$ cat src/rtl/rfi_pkg.sv
package rfi_pkg;
   typedef enum logic [1:0] {
      RGN_NONE = 2'd0,
      RGN_PTR  = 2'd1,
      RGN_SFR  = 2'd2,
      RGN_GP   = 2'd3
   } rfi_region_e;
endpackage

$ cat src/rtl/rfi_addr_resolve.sv
module rfi_addr_resolve
   import rfi_pkg::*;
#(
   parameter int ADDR_W   = 7,
   parameter int IND_ADDR = 0,
   parameter int PTR_ADDR = 1,
   parameter logic [(1<<(ADDR_W-1))-1:0] SPECIAL_MAP = '0
)(
   input  logic [ADDR_W-1:0] addr,
   input  logic [ADDR_W-1:0] ptr,
   output logic [ADDR_W-2:0] eff_lo,
   output logic              null_acc,
   output rfi_region_e       region
);
   localparam int LO_W = ADDR_W - 1;

   logic              indirect;
   logic [ADDR_W-1:0] eff;

   always_comb begin
      indirect = (addr == ADDR_W'(IND_ADDR));
      eff      = indirect ? ptr : addr;
      null_acc = indirect && (ptr == ADDR_W'(IND_ADDR));
      eff_lo   = eff[LO_W-1:0];
      if (null_acc)
         region = RGN_NONE;
      else if (eff[ADDR_W-1])
         region = RGN_GP;
      else if (eff == ADDR_W'(PTR_ADDR))
         region = RGN_PTR;
      else if (SPECIAL_MAP[eff[LO_W-1:0]])
         region = RGN_SFR;
      else
         region = RGN_NONE;
   end
endmodule

$ cat src/rtl/rfi_gp_bank.sv
module rfi_gp_bank #(
   parameter int ADDR_W = 7,
   parameter int DATA_W = 8
)(
   input  logic              clk,
   input  logic              rst_n,
   input  logic              wr_en,
   input  logic [ADDR_W-2:0] idx,
   input  logic [DATA_W-1:0] wr_data,
   output logic [DATA_W-1:0] rd_data
);
   localparam int ROWS = 1 << (ADDR_W - 1);

   logic [DATA_W-1:0] rows [ROWS];

   for (genvar i = 0; i < ROWS; i++) begin : g_row
      logic [DATA_W-1:0] q;
      always_ff @(posedge clk or negedge rst_n) begin
         if (!rst_n)
            q <= '0;
         else if (wr_en && (idx == (ADDR_W-1)'(i)))
            q <= wr_data;
      end
      assign rows[i] = q;
   end

   assign rd_data = rows[idx];
endmodule

$ cat src/rtl/rfi_sfr_bank.sv
module rfi_sfr_bank #(
   parameter int ADDR_W   = 7,
   parameter int DATA_W   = 8,
   parameter int IND_ADDR = 0,
   parameter int PTR_ADDR = 1,
   parameter logic [(1<<(ADDR_W-1))-1:0] SPECIAL_MAP = '0
)(
   input  logic              clk,
   input  logic              rst_n,
   input  logic              wr_en,
   input  logic [ADDR_W-2:0] idx,
   input  logic [DATA_W-1:0] wr_data,
   output logic [DATA_W-1:0] rd_data
);
   localparam int ROWS = 1 << (ADDR_W - 1);

   logic [DATA_W-1:0] rows [ROWS];

   for (genvar i = 0; i < ROWS; i++) begin : g_row
      if (SPECIAL_MAP[i] && (i != PTR_ADDR) && (i != IND_ADDR)) begin : g_store
         logic [DATA_W-1:0] q;
         always_ff @(posedge clk or negedge rst_n) begin
            if (!rst_n)
               q <= '0;
            else if (wr_en && (idx == (ADDR_W-1)'(i)))
               q <= wr_data;
         end
         assign rows[i] = q;
      end else begin : g_hole
         assign rows[i] = '0;
      end
   end

   assign rd_data = rows[idx];
endmodule

$ cat src/rtl/rfi_bit_merge.sv
module rfi_bit_merge #(
   parameter int DATA_W = 8
)(
   input  logic [DATA_W-1:0]         cur,
   input  logic [$clog2(DATA_W)-1:0] bit_idx,
   input  logic                      bit_set,
   output logic [DATA_W-1:0]         merged
);
   always_comb begin
      merged          = cur;
      merged[bit_idx] = bit_set;
   end
endmodule

$ cat src/rtl/rfile_indirect.sv
module rfile_indirect
   import rfi_pkg::*;
#(
   parameter int ADDR_W   = 7,
   parameter int DATA_W   = 8,
   parameter int IND_ADDR = 0,
   parameter int PTR_ADDR = 1,
   parameter logic [(1<<(ADDR_W-1))-1:0] SPECIAL_MAP = 64'h0000_000E_033C_6FE2
)(
   input  logic                      clk,
   input  logic                      rst_n,
   input  logic [ADDR_W-1:0]         addr,
   input  logic                      wr_en,
   input  logic [DATA_W-1:0]         wr_data,
   input  logic                      bit_op_en,
   input  logic                      bit_set,
   input  logic [$clog2(DATA_W)-1:0] bit_idx,
   output logic [DATA_W-1:0]         rd_data
);
   localparam int LO_W  = ADDR_W - 1;
   localparam int PAD_W = DATA_W - ADDR_W;

   // elaboration-time parameter checks
   if (DATA_W <= ADDR_W) begin : g_bad_width
      $error("rfile_indirect: DATA_W must exceed ADDR_W");
   end
   if (ADDR_W < 3) begin : g_bad_addr
      $error("rfile_indirect: ADDR_W too small");
   end
   if (IND_ADDR == PTR_ADDR) begin : g_bad_ptr
      $error("rfile_indirect: pointer and indirect port share an address");
   end
   if (IND_ADDR >= (1 << LO_W) || PTR_ADDR >= (1 << LO_W)) begin : g_bad_low
      $error("rfile_indirect: pointer and indirect port must sit in the low half");
   end

   logic [ADDR_W-1:0] ptr_q;
   logic [LO_W-1:0]   eff_lo;
   logic              null_acc;
   rfi_region_e       region;
   logic [DATA_W-1:0] gp_rd, sfr_rd, cur_rd, merged, wbyte, ptr_view;
   logic              commit;

   rfi_addr_resolve #(
      .ADDR_W(ADDR_W), .IND_ADDR(IND_ADDR), .PTR_ADDR(PTR_ADDR),
      .SPECIAL_MAP(SPECIAL_MAP)
   ) u_resolve (
      .addr(addr), .ptr(ptr_q), .eff_lo(eff_lo),
      .null_acc(null_acc), .region(region)
   );

   assign commit = (wr_en | bit_op_en) & ~null_acc;
   assign wbyte  = wr_en ? wr_data : merged;

   rfi_gp_bank #(.ADDR_W(ADDR_W), .DATA_W(DATA_W)) u_gp (
      .clk(clk), .rst_n(rst_n),
      .wr_en(commit && (region == RGN_GP)),
      .idx(eff_lo), .wr_data(wbyte), .rd_data(gp_rd)
   );

   rfi_sfr_bank #(
      .ADDR_W(ADDR_W), .DATA_W(DATA_W), .IND_ADDR(IND_ADDR),
      .PTR_ADDR(PTR_ADDR), .SPECIAL_MAP(SPECIAL_MAP)
   ) u_sfr (
      .clk(clk), .rst_n(rst_n),
      .wr_en(commit && (region == RGN_SFR)),
      .idx(eff_lo), .wr_data(wbyte), .rd_data(sfr_rd)
   );

   // pointer: only the low ADDR_W bits are stored, the rest read as ones
   always_ff @(posedge clk or negedge rst_n) begin
      if (!rst_n)
         ptr_q <= '0;
      else if (commit && (region == RGN_PTR))
         ptr_q <= wbyte[ADDR_W-1:0];
   end

   assign ptr_view = {{PAD_W{1'b1}}, ptr_q};

   always_comb begin
      unique case (region)
         RGN_GP:  cur_rd = gp_rd;
         RGN_SFR: cur_rd = sfr_rd;
         RGN_PTR: cur_rd = ptr_view;
         default: cur_rd = '0;
      endcase
   end

   rfi_bit_merge #(.DATA_W(DATA_W)) u_merge (
      .cur(cur_rd), .bit_idx(bit_idx), .bit_set(bit_set), .merged(merged)
   );

   assign rd_data = cur_rd;
endmodule

$ cat config.mk
export PLATFORM = sky130hd
export DESIGN_NAME = rfile_indirect
export DESIGN_NICKNAME = d
export VERILOG_FILES = /design/src/rtl/rfi_pkg.sv /design/src/rtl/rfi_addr_resolve.sv /design/src/rtl/rfi_gp_bank.sv /design/src/rtl/rfi_sfr_bank.sv /design/src/rtl/rfi_bit_merge.sv /design/src/rtl/rfile_indirect.sv
export SDC_FILE = /design/constraint.sdc
export NUM_CORES = 1
export LEC_CHECK = 0
export BUFFER_PORTS_ARGS = -buffer_cell sky130_fd_sc_hd__buf_2
export CAP_MARGIN = 20
export CORE_MARGIN = 1
export CORE_UTILIZATION = 30
export DETAILED_ROUTE_END_ITERATION = 12
export GPL_ROUTABILITY_DRIVEN = 0
export PLACE_DENSITY = 0.54
export SKIP_LAST_GASP = 1
export SYNTH_ARGS = -nofsm -noshare
export SYNTH_HDL_FRONTEND = slang
export SYNTH_SLANG_ARGS = --single-unit
$ cat constraint.sdc
create_clock -name clk -period 9.39 [get_ports clk]
set_clock_uncertainty 0.05 [all_clocks]
set_input_delay 1.4085 -clock clk [delete_from_list [all_inputs] [get_ports clk]]
set_output_delay 1.4085 -clock clk [all_outputs]
set_load 0.01 [all_outputs]
==> parameters.txt <==
Parameter                              Value

Run status
  Status ... complete, no violations

STA
  Setup violations, final ... 0
  Slew margin rel. ... 19.39%
  Setup TNS ... 0 ps
  Post-route minimum period ... 7298 ps
  Unrepaired setup endpoints after global routing ... no
  Maximum clock frequency ... 137.0 MHz
  Part of the cycle the worst path needs ... 77.72%
  Final hold violation count ... 0
  Slew at the pin closest to its max-slew limit ... 1209 ps
  Fin. max-slew vios ... 0

Pwr
  Peak ir drop on the vdd network ... 118.0 uV
  Pwr Density ... 221.6 nW/um^2
  LEAKAGE ... 15.00 nW
  Final Total Pwr ... 0.007734 W

Die
  Die Span X ... 322.1 um
  Die H ... 322.1 um
  Core Rows ... 117
  Starting Density ... 30.22%
  Floorplan die area ... 103800 sq um
  I/O Pins ... 31
  Core area ... 101700 sq um

Setup path
  Arrival time at the worst endpoint ... 5840 ps
  Required time worst endpoint ... 7930 ps
  Critical Path Source Type ... input pin
  Largest driver fanout on the critical path ... 21
  Critical Path Sink Type ... primary output
  Internal reg-to-reg setup slack ... 3360 ps
  Critical path type ... input pin to primary output

CTS
  Number of H-tree levels ... 3
  Post-CTS setup buffer count ... 0
  Clock root buffer ... sky130_fd_sc_hd__clkbuf_16
  CTS clock-pin slew for the worst setup and hold paths ... 60 ps
  Clock latency reported for the late side of the worst-skew pair ... 640 ps
  Number of buffers on the longest clock path ... 3
  Number of gates given a new drive strength after cts ... 0
  Clock Sink Count ... 663
  CTS tree ... built
  Number of clock buffers inserted by TritonCTS ... 77
  CTS Hold Bufs ... 0

Detailed routing
  Uppermost routed layer ... met4
  Routed met1 length ... 51.13 mm
  Via-per-instance ratio ... 5.647
  Pre-antenna DRT Iters ... 6
  DRC violation count after routing ... 0
  Met3 wire length ... 12.04 mm
  Count of routing violations after the opening detailed-route iteration ... 3624
  Routed wire length per instance ... 25.15 um
  Number of nets with antenna violations after routing ... 0
  WL met2 ... 50.06 mm
  Detailed-route via count ... 26712
  Total length of routed wires ... 119.0 mm

Global route
  Largest net degree at the start of global routing ... 167
  Number of global-route vias before repair ... 24642
  Total grt overflow ... 0
  Wire length of the first global-routing pass ... 174.8 mm
  Initial antenna violation count ... 4
  Gr usage total ... 22.68%

Run
  Max_cap viols ... 0

Yosys
  Leading cell types by count after synthesis ... sky130_fd_sc_hd__nor2_1, sky130_fd_sc_hd__dfrtp_1, sky130_fd_sc_hd__a21oi_1, sky130_fd_sc_hd__nand2_1, sky130_fd_sc_hd__a31oi_1
  Fraction of synthesis flops using an asynchronous set or reset pin ... 100.0%
  Post-synth design cell area ... 30740 sq um
  Post-Synthesis Mean Instance Area ... 9.163 sq um
  Synth Instances ... 3355
  Yosys top cell by area ... sky130_fd_sc_hd__dfrtp_1
  Number of library cell types mapped by synthesis ... 82
  Most frequently used flop master after synthesis ... sky130_fd_sc_hd__dfrtp_1
  Count of flip-flops with a built-in enable after synthesis ... 0
  Cells taking the most area after synthesis ... sky130_fd_sc_hd__dfrtp_1, sky130_fd_sc_hd__nor2_1, sky130_fd_sc_hd__a21oi_1, sky130_fd_sc_hd__a31oi_1, sky130_fd_sc_hd__nand2_1
  Area share of the leading cell type in the synthesized netlist ... 53.97%
  Number of nets in the synthesized netlist ... 3379
  Most repeated cell in the gate-level netlist after synthesis ... sky130_fd_sc_hd__nor2_1
  Yosys Warn Count ... 0
  Sequential share of the synthesized area ... 53.97%
  Post-synthesis register bit count ... 663

Layout
  Area growth syn-to-layout ... 13.54%
  Layout Nets ... 3327
  Fillers ... 10390
  Share of layout cells above drive strength 1 ... 10.12%

Hold path
  Type of the tightest min-delay check ... flop to flop

Placement
  Port Buf Inserts ... 30
  Post-DP HPWL ... 76.59 mm
-- worst max-delay path: stages --
cell and delay, ps:
sky130_fd_sc_hd__buf_2 250, sky130_fd_sc_hd__nor4b_2 610, sky130_fd_sc_hd__a21oi_2 400, sky130_fd_sc_hd__nand2_1 970, sky130_fd_sc_hd__o22ai_1 240, sky130_fd_sc_hd__a211oi_1 390
sky130_fd_sc_hd__a32oi_1 250, sky130_fd_sc_hd__nor4b_1 670, sky130_fd_sc_hd__or3_1 420, sky130_fd_sc_hd__buf_2 200
-- cells by family after synthesis --
kind of cell,after synthesis,synth area share (%)
buf+inv,306,4.953
fa+ha+maj,1,0.04069
simple gates,1237,16.43
mux,101,3.484
xor+xnor,1,0.02850
compound gates,1046,21.09
flops,663,53.97
-- state kept, by name (all words and copies together), names as in the netlist --
signal	cells
u_sfr.g_row.g_store.q	144
ptr_q	7
u_gp.g_row.q	512
-- power breakdown --
part / internal (W) / switching (W)
Combinational: 0.000435 / 0.000816
Sequential: 0.00331 / 0.000276
Clock: 0.00165 / 0.00124
Total: 0.00540 / 0.00233
-- final timing paths --
check                                         start                      endpoint  cells after the start
min in group asynchronous                     rst_n  u_sfr.g_row[20].g_store.q[1]                      1
worst max-delay path                        addr[0]                    rd_data[4]                     10
worst min-delay path            u_gp.g_row[62].q[3]           u_gp.g_row[62].q[3]                      2
worst min register to register  u_gp.g_row[62].q[3]           u_gp.g_row[62].q[3]                      2
worst max register to register             ptr_q[2]           u_gp.g_row[61].q[0]                     11
max in group asynchronous                     rst_n           u_gp.g_row[46].q[4]                      2
-- stage by stage --
step	util [%]	worst slack, ps	hold slack [ps]	area (sq um)	instances
after floorplan	-	3533	394.4	30740	3355
final	34.31	2092	425.9	34900	4730
after CTS	34.05	2067	433.1	34640	4703
after detailed placement	31.71	2081	420.2	32260	4566
after global routing	34.30	1983	443.6	34900	4729
after global placement	31.49	2233	409.3	32040	4543
-- layout by cell type, fill, tap and decap left out, types with 7 or more instances in the layout --
master / instances
sky130_fd_sc_hd__a22o_1: 7
sky130_fd_sc_hd__nor3_1: 24
sky130_fd_sc_hd__mux2_2: 8
sky130_fd_sc_hd__o21ai_0: 69
sky130_fd_sc_hd__clkbuf_8: 13
sky130_fd_sc_hd__nand2_1: 284
sky130_fd_sc_hd__nand4_1: 17
sky130_fd_sc_hd__a221oi_1: 11
sky130_fd_sc_hd__a31oi_1: 281
sky130_fd_sc_hd__nand2b_1: 9
sky130_fd_sc_hd__o211ai_1: 14
sky130_fd_sc_hd__a211oi_1: 11
sky130_fd_sc_hd__o22ai_1: 47
sky130_fd_sc_hd__or2_2: 8
sky130_fd_sc_hd__clkbuf_16: 80
sky130_fd_sc_hd__a22oi_1: 19
sky130_fd_sc_hd__nor4_1: 9
sky130_fd_sc_hd__a221o_1: 9
sky130_fd_sc_hd__mux2i_1: 89
sky130_fd_sc_hd__buf_4: 106
sky130_fd_sc_hd__inv_1: 7
sky130_fd_sc_hd__nor2_1: 774
sky130_fd_sc_hd__a32oi_1: 21
sky130_fd_sc_hd__o221ai_1: 7
sky130_fd_sc_hd__nand3_1: 64
sky130_fd_sc_hd__buf_2: 31
sky130_fd_sc_hd__o2111ai_1: 8
sky130_fd_sc_hd__buf_6: 17
sky130_fd_sc_hd__a21oi_1: 427
sky130_fd_sc_hd__clkinv_2: 16
sky130_fd_sc_hd__a32o_1: 12
sky130_fd_sc_hd__or3_1: 7
sky130_fd_sc_hd__dfrtp_1: 663
sky130_fd_sc_hd__o32ai_1: 13
sky130_fd_sc_hd__clkbuf_1: 23
-- cell type report --
type | instances | area [sq um] | share of cell area [%]
Sequential cell | 663 | 16590 | 47.53
Multi-Input combinational cell | 2386 | 12810 | 36.70
Clock buffer | 114 | 2240 | 6.417
Tap cell | 1368 | 1712 | 4.904
Timing Repair Buffer | 166 | 1360 | 3.897
Clock inverter | 23 | 146.4 | 0.4194
Inverter | 9 | 43.79 | 0.1255
Antenna cell | 1 | 2.502 | 0.007169
-- layer usage --
metal	track usage, %	vias up
met1	32.36	13138
met5	0	-
met3	5.087	323
li1	-	11846
met2	32.55	1405
met4	10.16	0
Power figures use the tool's default switching activity.
